<file path="config.mk">
export PLATFORM = sky130hd
export DESIGN_NAME = lnk_nib_tx
export DESIGN_NICKNAME = d
export VERILOG_FILES = /design/src/rtl/lnk_tx_pkg.sv /design/src/rtl/lnk_qw_buf.sv /design/src/rtl/lnk_blk_seq.sv /design/src/rtl/lnk_nib_ser.sv /design/src/rtl/lnk_nib_tx.sv
export SDC_FILE = /design/constraint.sdc
export NUM_CORES = 1
export LEC_CHECK = 0
export BUFFER_PORTS_ARGS = -buffer_cell sky130_fd_sc_hd__buf_2
export CORE_MARGIN = 5
export CORE_UTILIZATION = 45
export CTS_CLUSTER_DIAMETER = 200
export DETAILED_ROUTE_END_ITERATION = 7
export GPL_TIMING_DRIVEN = 0
export HOLD_SLACK_MARGIN = 0.06
export PLACE_DENSITY = 0.65
export SLEW_MARGIN = 30
export SYNTH_ARGS = -nofsm -noshare
export SYNTH_HDL_FRONTEND = slang
export SYNTH_SLANG_ARGS = --single-unit
</file>
<file path="constraint.sdc">
create_clock -name clk -period 6.1 [get_ports clk]
set_input_delay 0.61 -clock clk [delete_from_list [all_inputs] [get_ports clk]]
set_output_delay 0.61 -clock clk [all_outputs]
set_load 0.005 [all_outputs]
</file>
<file path="src/rtl/lnk_tx_pkg.sv">
package lnk_tx_pkg;
  localparam int QW_W   = 128;
  localparam int NIB_W  = 4;
  localparam int NIBS   = QW_W / NIB_W;
  localparam int NIB_IW = $clog2(NIBS);
  localparam int BYTES  = QW_W / 8;

  typedef logic [QW_W-1:0] qw_t;

  // modulo-256 sum of all bytes of a quad-word
  function automatic logic [7:0] qw_byte_sum(input qw_t w);
    logic [7:0] s;
    s = '0;
    for (int i = 0; i < BYTES; i++) s = s + w[i*8 +: 8];
    return s;
  endfunction
endpackage

</file>
<file path="src/rtl/lnk_qw_buf.sv">
module lnk_qw_buf
  import lnk_tx_pkg::*;
#(
  parameter int DEPTH = 2,
  localparam int PW = (DEPTH > 1) ? $clog2(DEPTH) : 1,
  localparam int CW = $clog2(DEPTH + 1)
) (
  input  logic          clk,
  input  logic          rst_n,
  input  logic          push,
  input  qw_t           push_data,
  input  logic          pop,
  output qw_t           head,
  output logic          not_empty,
  output logic          not_full,
  output logic [CW-1:0] level
);
  qw_t           mem [DEPTH];
  logic [PW-1:0] wr_ptr, rd_ptr;
  logic [CW-1:0] cnt;
  logic          push_ok, pop_ok;

  assign not_empty = (cnt != '0);
  assign not_full  = (cnt != CW'(DEPTH));
  assign push_ok   = push && not_full;
  assign pop_ok    = pop && not_empty;
  assign head      = mem[rd_ptr];
  assign level     = cnt;

  always_ff @(posedge clk) begin
    if (push_ok) mem[wr_ptr] <= push_data;
  end

  always_ff @(posedge clk or negedge rst_n) begin
    if (!rst_n) begin
      wr_ptr <= '0;
      rd_ptr <= '0;
      cnt    <= '0;
    end else begin
      if (push_ok) wr_ptr <= (wr_ptr == PW'(DEPTH - 1)) ? '0 : wr_ptr + PW'(1);
      if (pop_ok)  rd_ptr <= (rd_ptr == PW'(DEPTH - 1)) ? '0 : rd_ptr + PW'(1);
      case ({push_ok, pop_ok})
        2'b10:   cnt <= cnt + CW'(1);
        2'b01:   cnt <= cnt - CW'(1);
        default: cnt <= cnt;
      endcase
    end
  end
endmodule

</file>
<file path="src/rtl/lnk_blk_seq.sv">
module lnk_blk_seq
  import lnk_tx_pkg::*;
#(
  parameter int BLK_W = 6
) (
  input  logic             clk,
  input  logic             rst_n,
  input  logic [BLK_W-1:0] cfg_len,
  input  logic             cfg_csum_en,
  input  logic             buf_ne,
  input  qw_t              buf_head,
  input  logic             take,
  output logic             nxt_avail,
  output qw_t              nxt_word,
  output logic             nxt_last,
  output logic             buf_pop
);
  logic [BLK_W-1:0] qw_cnt;
  logic [7:0]       sum_r;
  logic             csum_pend;
  logic             last_data;

  assign last_data = (qw_cnt == cfg_len);

  always_comb begin
    if (csum_pend) begin
      nxt_avail = 1'b1;
      nxt_word  = {{(QW_W-8){1'b0}}, sum_r};
      nxt_last  = 1'b1;
    end else begin
      nxt_avail = buf_ne;
      nxt_word  = buf_head;
      nxt_last  = last_data && !cfg_csum_en;
    end
  end

  assign buf_pop = take && !csum_pend;

  always_ff @(posedge clk or negedge rst_n) begin
    if (!rst_n) begin
      qw_cnt    <= '0;
      sum_r     <= '0;
      csum_pend <= 1'b0;
    end else if (take) begin
      if (csum_pend) begin
        csum_pend <= 1'b0;
        sum_r     <= '0;
      end else if (last_data) begin
        qw_cnt    <= '0;
        csum_pend <= cfg_csum_en;
        sum_r     <= cfg_csum_en ? sum_r + qw_byte_sum(buf_head) : '0;
      end else begin
        qw_cnt <= qw_cnt + BLK_W'(1);
        sum_r  <= sum_r + qw_byte_sum(buf_head);
      end
    end
  end
endmodule

</file>
<file path="src/rtl/lnk_nib_ser.sv">
module lnk_nib_ser
  import lnk_tx_pkg::*;
#(
  parameter int DIV_W = 4
) (
  input  logic             clk,
  input  logic             rst_n,
  input  logic [DIV_W-1:0] cfg_div,
  input  logic             lk_ack,
  input  logic             nxt_avail,
  input  qw_t              nxt_word,
  input  logic             nxt_last,
  output logic             take,
  output logic             busy,
  output logic [DIV_W-1:0] hcnt_o,
  output logic             lk_clk,
  output logic [NIB_W-1:0] lk_dat,
  output logic             blk_done
);
  qw_t               shreg;
  logic [NIB_IW-1:0] nib_idx;
  logic [DIV_W-1:0]  hcnt;
  logic              busy_r, clk_r, cur_last, done_r;
  logic              half_end, word_end;

  assign half_end = busy_r && (hcnt == cfg_div);
  assign word_end = half_end && (nib_idx == NIB_IW'(NIBS - 1));
  assign take     = nxt_avail && lk_ack && (!busy_r || word_end);

  assign busy     = busy_r;
  assign hcnt_o   = hcnt;
  assign lk_clk   = clk_r;
  assign lk_dat   = busy_r ? shreg[NIB_W-1:0] : '0;
  assign blk_done = done_r;

  always_ff @(posedge clk or negedge rst_n) begin
    if (!rst_n) begin
      busy_r   <= 1'b0;
      shreg    <= '0;
      nib_idx  <= '0;
      hcnt     <= '0;
      clk_r    <= 1'b0;
      cur_last <= 1'b0;
      done_r   <= 1'b0;
    end else begin
      done_r <= word_end && cur_last;
      if (take) begin
        busy_r   <= 1'b1;
        shreg    <= nxt_word;
        nib_idx  <= '0;
        hcnt     <= '0;
        clk_r    <= 1'b1;
        cur_last <= nxt_last;
      end else if (word_end) begin
        busy_r <= 1'b0;
        hcnt   <= '0;
        clk_r  <= 1'b0;
      end else if (half_end) begin
        hcnt    <= '0;
        nib_idx <= nib_idx + NIB_IW'(1);
        shreg   <= shreg >> NIB_W;
        clk_r   <= ~clk_r;
      end else if (busy_r) begin
        hcnt <= hcnt + DIV_W'(1);
      end
    end
  end
endmodule

</file>
<file path="src/rtl/lnk_nib_tx.sv">
module lnk_nib_tx
  import lnk_tx_pkg::*;
#(
  parameter int BUF_DEPTH = 2,
  parameter int DIV_W     = 4,
  parameter int BLK_W     = 6,
  localparam int BUF_CW   = $clog2(BUF_DEPTH + 1)
) (
  input  logic             clk,
  input  logic             rst_n,
  input  logic [DIV_W-1:0] cfg_div,
  input  logic [BLK_W-1:0] cfg_blk_len,
  input  logic             cfg_csum_en,
  input  logic             wr_valid,
  input  logic [QW_W-1:0]  wr_data,
  output logic             wr_ready,
  input  logic             lk_ack,
  output logic             lk_clk,
  output logic [NIB_W-1:0] lk_dat,
  output logic             lk_bcmp
);
  qw_t              buf_head, nxt_word;
  logic             buf_ne, buf_nf, buf_pop, buf_push;
  logic [BUF_CW-1:0] buf_level;
  logic             nxt_avail, nxt_last;
  logic             ser_take, ser_busy;
  logic [DIV_W-1:0] ser_hcnt;

  assign buf_push = wr_valid && buf_nf;
  assign wr_ready = buf_nf;

  lnk_qw_buf #(.DEPTH(BUF_DEPTH)) u_buf (
    .clk       (clk),
    .rst_n     (rst_n),
    .push      (buf_push),
    .push_data (wr_data),
    .pop       (buf_pop),
    .head      (buf_head),
    .not_empty (buf_ne),
    .not_full  (buf_nf),
    .level     (buf_level)
  );

  lnk_blk_seq #(.BLK_W(BLK_W)) u_seq (
    .clk         (clk),
    .rst_n       (rst_n),
    .cfg_len     (cfg_blk_len),
    .cfg_csum_en (cfg_csum_en),
    .buf_ne      (buf_ne),
    .buf_head    (buf_head),
    .take        (ser_take),
    .nxt_avail   (nxt_avail),
    .nxt_word    (nxt_word),
    .nxt_last    (nxt_last),
    .buf_pop     (buf_pop)
  );

  lnk_nib_ser #(.DIV_W(DIV_W)) u_ser (
    .clk       (clk),
    .rst_n     (rst_n),
    .cfg_div   (cfg_div),
    .lk_ack    (lk_ack),
    .nxt_avail (nxt_avail),
    .nxt_word  (nxt_word),
    .nxt_last  (nxt_last),
    .take      (ser_take),
    .busy      (ser_busy),
    .hcnt_o    (ser_hcnt),
    .lk_clk    (lk_clk),
    .lk_dat    (lk_dat),
    .blk_done  (lk_bcmp)
  );
endmodule

</file>
Yosys cells after proc, flatten, opt, wreduce, memory -nomap -nowiden. Memory sizes are Yosys's and may differ from the RTL's. Cells that the tools add are included.

Flip-flop bits (word level): 160. Memory bits (writable): 256. Input bits: 143. Output and inout port bits: 7. Word-level logic and storage cells: 98. Memories kept: 1.

Add/sub/neg operators: 23. Eq/ne operators: 7. Muxes and demuxes: 30. Bitwise gates (word level): 2. Reduce and logical (&&, ||, !) cells: 22.

Memory list: u_buf.mem (depth 2, bits a word 128, rd ports 1, clocked after memory_dff 0, write ports 1, line lnk_qw_buf.sv:18) `qw_t mem [DEPTH];`.

Operators with widths (number): 128-bit two-way mux (4); 8-bit adder (16); 8-bit two-way mux (3); 4-bit two-way mux (5); 5-bit two-way mux (3); 1-bit two-way mux (13); 1-bit logical AND (10); 2-bit nonzero test (4); 6-bit by 1-bit adder with 6-bit output, second input constant (1); 6-bit == test (1); 6-bit two-way mux (1); 5-bit by 1-bit adder with 5-bit output, second input constant (1); 5-bit == test, second input constant (1); 4-bit by 1-bit adder with 4-bit output, second input constant (1); 4-bit == test (1); 2-bit inequality test, second input constant (2); 2-bit case mux with 2 select lines (1); 2-bit AND reduction (2); 4-bit nonzero test (1); 1-bit logical NOT (3); 3-bit nonzero test (1); 1-bit adder, second input constant (2); 2-bit by 1-bit adder with 2-bit output, second input constant (1); 2-bit by 1-bit == test with 1-bit output, second input constant (1); other kinds (4) (5).

Depth between registers and ports, before layout. An unclocked memory read counts as a cell.

Depth after elaboration: 20. Gate-level depth with buffers: 24. Gate-level depth less buffers: 21.

Hierarchy. From an unflattened synthesis, not the netlist that was laid out.

Cells, all modules: 1440. Area, all modules: 20204.4 um^2.

Modules (own cells, without submodules): lnk_qw_buf (times used 1, cells an instance 415, area an instance 9475.3 um^2, sequential area each 7787.5 um^2); lnk_nib_ser (times used 1, cells an instance 510, area an instance 6301.0 um^2, sequential area each 3528.4 um^2); lnk_blk_seq (times used 1, cells an instance 514, area an instance 4421.7 um^2, sequential area each 375.4 um^2); lnk_nib_tx (times used 1, cells an instance 1, area an instance 6.3 um^2, sequential area each 0.0 um^2).

Worst setup path after synthesis. OpenSTA, ideal clock, no wires.

Path kind: input -> register. Start point: input port wr_valid. End point: memory u_buf.mem[0][0] (netlist name), enable pin. Setup time: 0.617 ns. Arrival time: 6.022 ns. Required time: 5.483 ns. Path slack: -0.539 ns. Stages on the path: 2. Path buffers: 0. Cell sequence: nand2_1 -> nor2_1.

Word-level cells in the longest chain between the ends: 4.

Ends and longest elaborated chain: start, declared (line lnk_nib_tx.sv:14) `input logic wr_valid,`; 1-bit logical AND (line lnk_nib_tx.sv:29) `assign buf_push = wr_valid && buf_nf;`; 1-bit logical AND (line lnk_qw_buf.sv:25) `assign push_ok = push && not_full;`; 1-bit two-way mux (line lnk_qw_buf.sv:31) `if (push_ok) mem[wr_ptr] <= push_data;`; 1-bit two-way mux (implied by the code) (line lnk_qw_buf.sv:31); end, declared (line lnk_qw_buf.sv:18).

No other way between the ends.

Worst setup path after layout.
Start point: register u_buf.rd_ptr. End point: register u_seq.sum_r[7].

Word-level cells in the longest chain between the ends: 20.

Ends and longest elaborated chain: start, declared (line lnk_qw_buf.sv:19) `logic [PW-1:0] wr_ptr, rd_ptr;`; start signal, assigned (line lnk_qw_buf.sv:41) `if (pop_ok) rd_ptr <= (rd_ptr == PW'(DEPTH - 1)) ? '0 : rd_ptr + PW'(1);`; memory read 2 x 128 bit *; 8-bit adder (14 in series) (line lnk_tx_pkg.sv:14) `for (int i = 0; i < BYTES; i++) s = s + w[i*8 +: 8];`; 8-bit adder * (line lnk_tx_pkg.sv:14); 8-bit adder * (line lnk_blk_seq.sv:51, lnk_blk_seq.sv:54); 8-bit two-way mux (line lnk_blk_seq.sv:51) `sum_r <= cfg_csum_en ? sum_r + qw_byte_sum(buf_head) : '0;`; 8-bit two-way mux * (line lnk_blk_seq.sv:48) `end else if (last_data) begin`; 8-bit two-way mux * (line lnk_blk_seq.sv:45) `if (csum_pend) begin`; end signal, assigned (line lnk_blk_seq.sv:51); end signal, assigned (line lnk_blk_seq.sv:54) `sum_r <= sum_r + qw_byte_sum(buf_head);`; end, declared (line lnk_blk_seq.sv:19) `logic [7:0] sum_r;`.

Every way passes the cells marked *; elsewhere a longest branch is shown, timed or not. A chain may end at the register's enable or synchronous reset.

==> results.md <==
- Fillcell total: 3446
- Via density: 5.37
- Place WS: -0.934 ns
- Setup TNS: 0 ns
- Reg2Reg Capture Point: u_seq.sum_r[7]$_DFFE_PN0P_
- CP Class: register to register
- Status: complete, no violations
- Final Critical Period: 5.97 ns
- CP Capture Type: register
- Worst EP arrival: 6.42 ns
- Final worst setup slack: 0.126 ns
- Cell seen most often among critical-path stages: fa_1
- R2R depth: 21
- Syn avg cell area: 14.0 um^2
- Register area share after synthesis: 61.8%
- WP buf/inv: 6
- GRT Resource Usage Total: 20.1%
- Post-Syn Area: 18900 um^2
- Worst Hold Depth: 1
- Antenna violations before repair: 2
- Clock buffer depth: 3
- Grt total ovfl: 0
- Worst path slowest cell: fa_1
- DR vias: 11500
- Area delta synth->final: 18.4%
- Vias in the first global route: 12000
- DRT Wirelength: 46.7 mm
- Final net count: 1812
- Die H: 215 um
- DRC viols: 0
- Final hold violation count: 0
- Clk root buf: clkbuf_16
- Die area: 46300 um^2
- Hold WS: 0.224 ns
- CTS buffer count: 44
- Max FO, Critical Path: 18
- Delay-heaviest family, CP: adder cells
- Number of nets with antenna violations after routing: 0
- Rows: 75
- Syn_nets: 1605
- Clk_skew: 0.0177 ns
- H-tree levels: 2
- Yosys warnings: 0
- Ant diodes: 0
- Setup Buffers After CTS: 0
- Clock latency on the worst-skew pair: 0.57 ns
- DR pass1 iterations: 5
- Slew headroom: 44.2%
- Hold Startpoint: wr_data[28]
- Hold/Removal Path Class: input pin to register
- Most common cell after layout, fill and taps aside: edfxtp_1
- Reg-to-reg slack, setup: 0.13 ns
- Final GP Congestion: 0.869
- # clock sinks: 416
- First-pass GRT wire length: 71.3 mm
- Worst Path Required: 6.55 ns
- Clk slew on worst S/H paths: 0.07 ns
- DR WL/cell: 21.9 um
- TritonCTS clock tree: yes
- Most frequent cells in the layout: edfxtp_1, buf_2, dfrtp_1
- Layout cells sized above 1: 22.7%
- Starting Density: 45.3%
- Fmax achieved: 167 MHz
- Final Util: 53.7%
- Fin. max-slew vios: 0
- Gate Count Post-Synth: 1350
- Worst-Margin Slew: 0.830 ns
- Area of the core: 41800 um^2
- #FFs+latches synth: 416
- Fin crit share: 97.9%
- Die X: 215 um
- Pin count of the biggest net entering global routing: 81
- Endpoint, Worst Hold: u_buf.mem[1][28]$_DFFE_PP_
- CP cell instances: buf_12, buf_8, buf_12, mux2i_2, fa_1, fa_1, fa_1, inv_1, fa_1, fa_1, inv_1, fa_1, inv_1, ha_1, a21o_1, a21oi_2, o21bai_1, a21oi_1, xnor2_1, xnor2_1, a22o_1
- I/O pins: 150
- R2R Path Start: u_buf.rd_ptr$_DFFE_PN0P_
- CP startpoint kind: register
- I/O Buffers: 149
- Post-synth cell types: 40
- Final-report setup violation count: 0
- Crit-path max cell delay: 0.55 ns
- Drt first-iter violations: 916
- Detail Placement HPWL: 34.2 mm
- MaxCap Viol Count: 0
cell type report:
class                   count  area (um^2)  area share [%]
repair buffers            162         1090            4.86
multi-input cells         766         6690            29.8
clock inverters            20          216           0.966
inverters                 101          379            1.69
plain buffers              66          402            1.79
flip-flops and latches    416        11700            52.2
well taps                 539          674            3.01
clock buffers              62         1270            5.67
metal layers:
| layer | vias to the layer above | part of all wire [%] | track usage (%) | wire [um] |
|---|---|---|---|---|
| met1 | 5778 | 42 | 27.6 | 19800 |
| li1 | 5209 | - | - | - |
| met3 | 69 | 6.1 | 3.80 | 2840 |
| met2 | 393 | 49 | 33.2 | 22900 |
| met4 | 4 | 2.5 | 6.00 | 1160 |
| met5 | - | 0.051 | 0 | 24 |
worst max path at each step:
stage               depth (start not counted)                     start                          to  slack, ns
floorplan                                  22  u_buf.rd_ptr$_DFFE_PN0P_  u_seq.sum_r[7]$_DFFE_PN0P_       0.20
global placement                           22  u_buf.rd_ptr$_DFFE_PN0P_  u_seq.sum_r[7]$_DFFE_PN0P_      -0.89
detailed placement                         22  u_buf.rd_ptr$_DFFE_PN0P_  u_seq.sum_r[7]$_DFFE_PN0P_      -0.93
CTS                                        21  u_buf.rd_ptr$_DFFE_PN0P_  u_seq.sum_r[7]$_DFFE_PN0P_      0.006
global route                               21  u_buf.rd_ptr$_DFFE_PN0P_  u_seq.sum_r[7]$_DFFE_PN0P_     -0.004
finish                                     21  u_buf.rd_ptr$_DFFE_PN0P_  u_seq.sum_r[7]$_DFFE_PN0P_       0.13
synthesized netlist by cell type, drive strengths merged:
| cell type | n | share of area (%) |
|---|---|---|
| a22o | 9 | 0.42 |
| nand2b | 4 | 0.13 |
| o31a | 1 | 0.046 |
| o22a | 1 | 0.046 |
| a41oi | 7 | 0.32 |
| nand3 | 5 | 0.13 |
| clkinv | 1 | 0.020 |
| xnor2 | 42 | 1.9 |
| edfxtp | 256 | 41 |
| inv | 100 | 2.0 |
| a21o | 2 | 0.079 |
| nor2 | 21 | 0.44 |
| o31ai | 1 | 0.040 |
| and2 | 12 | 0.41 |
| nand2 | 145 | 2.9 |
| xor2 | 17 | 0.79 |
| nor3 | 17 | 0.45 |
| mux2 | 62 | 3.7 |
| or2 | 2 | 0.066 |
| dfrtp | 160 | 21 |
| clkbuf | 21 | 0.42 |
| nor2b | 1 | 0.033 |
| nand4 | 2 | 0.066 |
| and3 | 2 | 0.066 |
| a21oi | 29 | 0.79 |
| mux2i | 77 | 4.1 |
| ha | 19 | 1.3 |
| o21ai | 91 | 2.4 |
| buf | 46 | 1.3 |
| a22oi | 103 | 4.1 |
| o21bai | 1 | 0.040 |
| fa | 93 | 9.8 |
cell families after synthesis:
group / count (synthesis) / synth area share [%]
xor+xnor: 59 / 2.73
mux: 139 / 7.76
compound gates: 245 / 8.27
simple gates: 211 / 4.67
buf+inv: 168 / 3.70
flops: 416 / 61.8
fa+ha+maj: 112 / 11.1
metrics by stage:
step                      std cells  cell area (um^2)
after global placement         2038             20300
final                          2132             22400
after CTS                      2132             22300
after detailed placement       2050             20700
after global routing           2132             22400
after floorplan                1350             18900
sequential cells by signal, indices dropped and copies added, names as in the netlist:
name             cells
u_ser.lk_clk         1
u_ser.busy           1
u_ser.hcnt_o         4
u_ser.nib_idx        5
u_buf.mem          256
u_seq.sum_r          8
u_buf.level          2
u_buf.wr_ptr         1
u_ser.shreg        128
u_seq.csum_pend      1
u_ser.cur_last       1
u_ser.blk_done       1
u_buf.rd_ptr         1
u_seq.qw_cnt         6
what timing repair did:
| item | in CTS | in global routing |
|---|---|---|
| gates cloned | 0 | 0 |
| gates resized for setup | 33 | 20 |
| setup endpoints to repair | 5 | 2 |
| hold endpoints to repair | 25 | 0 |
| hold buffers | 1 | 0 |
Power is left out: the tool's default activity adds up to more than one toggle a clock period on the data nets, which glitch-free logic cannot reach.
